--- config.mk ---
export PLATFORM = sky130hd
export DESIGN_NAME = serial_tx_engine
export DESIGN_NICKNAME = d
export VERILOG_FILES = /design/src/rtl/sertx_pkg.sv /design/src/rtl/sertx_cfg_sel.sv /design/src/rtl/sertx_baud.sv /design/src/rtl/sertx_frame.sv /design/src/rtl/serial_tx_engine.sv
export SDC_FILE = /design/constraint.sdc
export NUM_CORES = 1
export LEC_CHECK = 0
export ABC_AREA = 1
export BUFFER_PORTS_ARGS = -buffer_cell sky130_fd_sc_hd__buf_2
export CORE_MARGIN = 2
export CORE_UTILIZATION = 55
export DETAILED_ROUTE_END_ITERATION = 10
export HOLD_SLACK_MARGIN = 0.1
export PLACE_DENSITY = 0.74
export SETUP_SLACK_MARGIN = 0.15
export SLEW_MARGIN = 0
export SYNTH_ARGS = -nofsm -noshare
export SYNTH_HDL_FRONTEND = slang
export SYNTH_HIERARCHICAL = 1
export SYNTH_SLANG_ARGS = --single-unit
--- constraint.sdc ---
create_clock -name clk -period 2.6 [get_ports clk]
set_input_delay 0.13 -clock clk [delete_from_list [all_inputs] [get_ports clk]]
set_output_delay 0.13 -clock clk [all_outputs]
set_load 0.03 [all_outputs]
--- src/rtl/sertx_pkg.sv ---
package sertx_pkg;

  localparam int SX_MAX_DATA = 9;
  localparam int SX_FRAME_W  = SX_MAX_DATA + 3;
  localparam int SX_CNT_W    = $clog2(SX_FRAME_W + 1);

  typedef enum logic [1:0] {
    WL_EIGHT = 2'b00,
    WL_NINE  = 2'b01,
    WL_SEVEN = 2'b10,
    WL_BAD   = 2'b11
  } wlen_code_e;

  typedef enum logic [1:0] {
    SB_ONE     = 2'b00,
    SB_HALF    = 2'b01,
    SB_TWO     = 2'b10,
    SB_ONEHALF = 2'b11
  } stop_code_e;

  typedef struct packed {
    logic [SX_CNT_W-1:0] data_bits;
    logic                par_en;
    logic                par_odd;
    logic                two_stop;
  } frame_cfg_t;

  function automatic logic [SX_CNT_W-1:0] wlen_to_bits(input logic [1:0] code);
    case (code)
      WL_NINE:  return SX_CNT_W'(9);
      WL_SEVEN: return SX_CNT_W'(7);
      default:  return SX_CNT_W'(8);
    endcase
  endfunction

endpackage

--- src/rtl/sertx_cfg_sel.sv ---
module sertx_cfg_sel
  import sertx_pkg::*;
#(
  parameter int DIV_W     = 16,
  parameter int MIN_DIV   = 16,
  parameter int RESET_DIV = 16
) (
  input  logic             clk,
  input  logic             rst,
  input  logic             latch,
  input  logic [1:0]       wlen_code,
  input  logic [1:0]       stop_code,
  input  logic             par_en,
  input  logic             par_odd,
  input  logic             over8,
  input  logic [DIV_W-1:0] div_raw,
  output frame_cfg_t       nxt_cfg,
  output logic [DIV_W-1:0] nxt_period,
  output logic [DIV_W-1:0] run_period
);

  frame_cfg_t       held_cfg;
  logic [DIV_W-1:0] held_period;
  frame_cfg_t       cand_cfg;
  logic [DIV_W-1:0] cand_period;
  logic [DIV_W-1:0] folded;
  logic             stop_ok, wlen_ok, div_ok, all_ok;

  always_comb begin
    stop_ok = (stop_code == SB_ONE) || (stop_code == SB_TWO);
    wlen_ok = (wlen_code != WL_BAD);
    div_ok  = (div_raw >= DIV_W'(MIN_DIV));
    all_ok  = stop_ok && wlen_ok && div_ok;

    // 8x mode: low three bits carry half the fraction, bit 3 unused
    folded      = {div_raw[DIV_W-1:4], 4'b0000}
                | {{(DIV_W-4){1'b0}}, div_raw[2:0], 1'b0};
    cand_period = over8 ? (folded >> 1) : div_raw;

    cand_cfg.data_bits = wlen_to_bits(wlen_code);
    cand_cfg.par_en    = par_en;
    cand_cfg.par_odd   = par_odd;
    cand_cfg.two_stop  = stop_code[1];

    nxt_cfg    = all_ok ? cand_cfg    : held_cfg;
    nxt_period = all_ok ? cand_period : held_period;
  end

  always_ff @(posedge clk) begin
    if (rst) begin
      held_cfg.data_bits <= SX_CNT_W'(8);
      held_cfg.par_en    <= 1'b0;
      held_cfg.par_odd   <= 1'b0;
      held_cfg.two_stop  <= 1'b0;
      held_period        <= DIV_W'(RESET_DIV);
    end else if (latch) begin
      held_cfg    <= nxt_cfg;
      held_period <= nxt_period;
    end
  end

  assign run_period = held_period;

endmodule

--- src/rtl/sertx_baud.sv ---
module sertx_baud #(
  parameter int DIV_W = 16
) (
  input  logic             clk,
  input  logic             rst,
  input  logic             restart,
  input  logic             active,
  input  logic [DIV_W-1:0] start_period,
  input  logic [DIV_W-1:0] run_period,
  output logic             tick
);

  logic [DIV_W-1:0] cnt;

  always_ff @(posedge clk) begin
    if (rst) begin
      cnt <= '0;
    end else if (restart) begin
      cnt <= start_period - DIV_W'(1);
    end else if (active) begin
      if (cnt == '0) cnt <= run_period - DIV_W'(1);
      else           cnt <= cnt - DIV_W'(1);
    end
  end

  assign tick = active && (cnt == '0);

endmodule

--- src/rtl/sertx_frame.sv ---
module sertx_frame
  import sertx_pkg::*;
#(
  parameter int DATA_W  = SX_MAX_DATA,
  parameter int FRAME_W = DATA_W + 3
) (
  input  logic              clk,
  input  logic              rst,
  input  logic              tx_en,
  input  logic              load,
  input  logic [DATA_W-1:0] load_data,
  input  logic              tick,
  input  frame_cfg_t        cfg,
  output logic              start,
  output logic              busy,
  output logic              txd,
  output logic              tx_empty,
  output logic              tx_done
);

  logic [DATA_W-1:0]   hold;
  logic [DATA_W-1:0]   mask;
  logic [FRAME_W-1:0]  fvec;
  logic [FRAME_W-1:0]  shreg;
  logic [SX_CNT_W-1:0] left;
  logic [SX_CNT_W-1:0] nbits;
  logic                par_bit;
  logic                load_ok;

  for (genvar i = 0; i < DATA_W; i++) begin : g_mask
    assign mask[i] = (SX_CNT_W'(i) < cfg.data_bits);
  end

  assign par_bit = (^(hold & mask)) ^ cfg.par_odd;

  // data bits, then parity in the slot after the last data bit, then ones
  for (genvar i = 0; i < FRAME_W; i++) begin : g_fvec
    if (i < DATA_W) begin : g_data
      assign fvec[i] = mask[i] ? hold[i]
                     : ((SX_CNT_W'(i) == cfg.data_bits) && cfg.par_en) ? par_bit
                     : 1'b1;
    end else begin : g_tail
      assign fvec[i] = ((SX_CNT_W'(i) == cfg.data_bits) && cfg.par_en) ? par_bit
                     : 1'b1;
    end
  end

  assign nbits = cfg.data_bits + SX_CNT_W'(cfg.par_en)
               + SX_CNT_W'(cfg.two_stop) + SX_CNT_W'(1);

  assign start   = tx_en && !tx_empty && !busy;
  assign load_ok = load && !busy && !start;

  always_ff @(posedge clk) begin
    if (rst) begin
      hold     <= '0;
      tx_empty <= 1'b1;
      tx_done  <= 1'b1;
      busy     <= 1'b0;
      txd      <= 1'b1;
      shreg    <= '1;
      left     <= '0;
    end else begin
      if (start) begin
        busy    <= 1'b1;
        txd     <= 1'b0;
        tx_done <= 1'b0;
        shreg   <= fvec;
        left    <= nbits;
      end else if (busy && tick) begin
        if (left == '0) begin
          busy     <= 1'b0;
          txd      <= 1'b1;
          tx_empty <= 1'b1;
          tx_done  <= 1'b1;
        end else begin
          txd   <= shreg[0];
          shreg <= {1'b1, shreg[FRAME_W-1:1]};
          left  <= left - SX_CNT_W'(1);
        end
      end
      if (load_ok) begin
        hold     <= load_data;
        tx_empty <= 1'b0;
      end
    end
  end

endmodule

--- src/rtl/serial_tx_engine.sv ---
module serial_tx_engine
  import sertx_pkg::*;
#(
  parameter int DIV_W     = 16,
  parameter int MIN_DIV   = 16,
  parameter int RESET_DIV = 16,
  parameter int DATA_W    = SX_MAX_DATA
) (
  input  logic              clk,
  input  logic              rst,
  input  logic              tx_en,
  input  logic [1:0]        wlen_code,
  input  logic [1:0]        stop_code,
  input  logic              par_en,
  input  logic              par_odd,
  input  logic              over8,
  input  logic [DIV_W-1:0]  baud_div,
  input  logic              load,
  input  logic [DATA_W-1:0] load_data,
  output logic              txd,
  output logic              tx_empty,
  output logic              tx_done
);

  localparam int FRAME_W = DATA_W + 3;

  frame_cfg_t       nxt_cfg;
  logic [DIV_W-1:0] nxt_period;
  logic [DIV_W-1:0] run_period;
  logic             frame_start;
  logic             frame_busy;
  logic             baud_tick;

  sertx_cfg_sel #(
    .DIV_W    (DIV_W),
    .MIN_DIV  (MIN_DIV),
    .RESET_DIV(RESET_DIV)
  ) u_cfg (
    .clk       (clk),
    .rst       (rst),
    .latch     (frame_start),
    .wlen_code (wlen_code),
    .stop_code (stop_code),
    .par_en    (par_en),
    .par_odd   (par_odd),
    .over8     (over8),
    .div_raw   (baud_div),
    .nxt_cfg   (nxt_cfg),
    .nxt_period(nxt_period),
    .run_period(run_period)
  );

  sertx_baud #(
    .DIV_W(DIV_W)
  ) u_baud (
    .clk         (clk),
    .rst         (rst),
    .restart     (frame_start),
    .active      (frame_busy),
    .start_period(nxt_period),
    .run_period  (run_period),
    .tick        (baud_tick)
  );

  sertx_frame #(
    .DATA_W (DATA_W),
    .FRAME_W(FRAME_W)
  ) u_frame (
    .clk      (clk),
    .rst      (rst),
    .tx_en    (tx_en),
    .load     (load),
    .load_data(load_data),
    .tick     (baud_tick),
    .cfg      (nxt_cfg),
    .start    (frame_start),
    .busy     (frame_busy),
    .txd      (txd),
    .tx_empty (tx_empty),
    .tx_done  (tx_done)
  );

endmodule

==> run metrics <==
status finished, final reports clean; PortBufs 38; clock slew at reported path FFs 80 ps; via count 5230; worst hold slack 138.2 ps; CTS tree done; cell area after layout 5801 um^2; first-pass GRT wire length 22150 um; initial antenna violation count 0; fin. max-slew vios 0; area grow syn2layout 11.20%; critical path data arrival time 2500 ps; Total Routing Usage GR 26.80%; largest net degree at the start of global routing 69; root buffer cell clkbuf_8; Die H 101.4 um; Worst Tran Pin Value 645.5 ps; htree depth 3; Cell Area, Placed 5464 um^2; maximum buffer depth of the clock tree 2; top-level I/O count 39; vias in the first global route 5024; Critical Path End Type register; largest area contributor in the netlist dfxtp_1; fin worst setup slack 350.8 ps; Sum Neg Setup Slack 0 ps; most common cell after layout, fill and taps aside nand2_1; Num CTS Buffers 9; worst min-delay path category in2reg; final wirelength 12980 um; grt ovf 0; DRT iter0 DRCs 256; Setup CP Type reg2reg; Ys Warns 6; Synth Net Count 872; Synth area leaders dfxtp_1, nand2_1, nand3_1; most frequent cells in the layout nand2_1, inv_1, nor2_1, nand3_1, dfxtp_1; Die Width 101.4 um; Slew headroom 56.96%; most common flop cell mapped by yosys dfxtp_1; unrepaired setup endpoints after global routing false; Netlist cell types 46; GPL Wtd Cong 1.060; fin cells 1005; Final setup violation count 0; drt wl/cell 12.92 um; placed cell count 977; Post-Synthesis Cells 827; Worst VDD drop 0.0003423 V; pwr dens 606.4 nW/um^2; part of the cycle the worst path needs 86.51%; Static Leak 2.912 nW; drt first pass iters 5; Place WS -32.34 ps; # diodes 0; # DRC 0; Tmin final 2249 ps; Final #Nets 917; core area 9240 um^2; worst-path maximum fanout 23; total power 3.517 mW; Mean Syn Cell Area 6.307 um^2; DIE AREA 10280 um^2; max-cap viol count 0; Startpoint Class register; #FFs+latches synth 68; Initial Util 56.45%; sequential-to-total area share from yosys stat 26.10%; Fmax 444.6 MHz; Final Core Density 62.78%; post-DP HPWL 9583 um; FFs w/ async S/R, synth 0%; Clock Skew 7.284 ps; Routed Antenna Nets 0; layout cell share with drive strength beyond 1 21.69%; Critical Path RT 2850 ps; clock sinks 68; DR vias/cell 5.204; worst skew pair latency 350 ps; Syn Std Cell Area 5216 um^2; Site Rows 35; final hold violation count 0; EDFF count, synth 0; Synth top area share 26.10%
[kinds of logic after synthesis]
logic type	Yosys count	synth area share (%)
AO/OA/AOI/OAI	105	10.79
buffers and inverters	152	13.07
XOR/XNOR	4	0.6716
flip-flops	68	26.10
adder cells (fa/ha/maj)	9	2.303
AND/OR/NAND/NOR	489	47.06
[final timing paths]
check / cells past startpoint / to / slack [ps] / start
max: 15 / u_baud/cnt[15]$_SDFFE_PP0P_ / 350 / u_frame/busy$_SDFFE_PP0P_
min: 5 / u_cfg/held_cfg[1]$_SDFFE_PP0P_ / 140 / par_odd
max reg2reg: 15 / u_baud/cnt[15]$_SDFFE_PP0P_ / 350 / u_frame/busy$_SDFFE_PP0P_
min reg2reg: 2 / u_frame/txd$_SDFFE_PP1P_ / 460 / u_frame/txd$_SDFFE_PP1P_
[what timing repair did]
item / 4_1_cts / 5_1_grt
buffers inserted: 0 / 2
resized for setup: 0 / 13
endpoints found under the hold margin: 11 / 0
endpoints found under the setup margin: 0 / 18
hold buffers: 10 / 0
[routing by layer]
metal  GRT usage [%]  vias up  share of wire, %
met5               0        -                 0
met4           11.64        0               3.1
met3           4.279       29               4.9
met2           49.52      148                52
met1           30.26     2367                41
li1                -     2686                 -
[critical path: stages (launching register included)]
cell and delay (ps):
dfxtp_1 410, inv_1 100, nand3_1 140, inv_2 70, inv_2 120, buf_6 190
buf_4 180, nand3_1 90, nand2_1 190, nand2_4 100, nor2_4 150, nand2_2 70
o21ai_1 140, nand3_1 90, nand2_1 70, inv_1 30
[sequential cells by signal (all words and copies together) (netlist names)]
signal,flops
u_baud/cnt,16
u_cfg/run_period,16
u_frame/shreg,12
u_frame/hold,9
u_cfg/held_cfg,7
u_frame/left,4
u_frame/busy,1
u_frame/tx_done,1
u_frame/tx_empty,1
u_frame/txd,1
[cell usage after synthesis (5+ instances only)]
cell,count
o21ai_1,6
ha_1,8
dfxtp_1,68
nand2_4,11
or2_2,13
o21ai_0,37
nand2_2,41
nor2_2,5
nand3_1,90
clkbuf_1,13
nor2_4,8
nand2_1,186
nor3_1,8
buf_6,5
buf_2,7
inv_2,8
nand3_2,13
inv_1,106
a21oi_1,47
nor2_1,96
[layout make-up]
class,instances,area (um^2)
Multi-Input combinational cell,608,3216
Tap cell,129,161.4
Clock buffer,13,158.9
Sequential cell,68,1363
Clock inverter,2,10.01
Timing Repair Buffer,68,447.9
Inverter,117,444.2
Fill cell,857,3440
[power by group]
| group | internal (mW) | total (mW) | switching, mW |
|---|---|---|---|
| clock | 0.391 | 0.797 | 0.406 |
| sequential | 1.16 | 1.24 | 0.0852 |
| combinational | 0.518 | 1.48 | 0.961 |
Note: power is estimated with default switching activity, not from simulation.
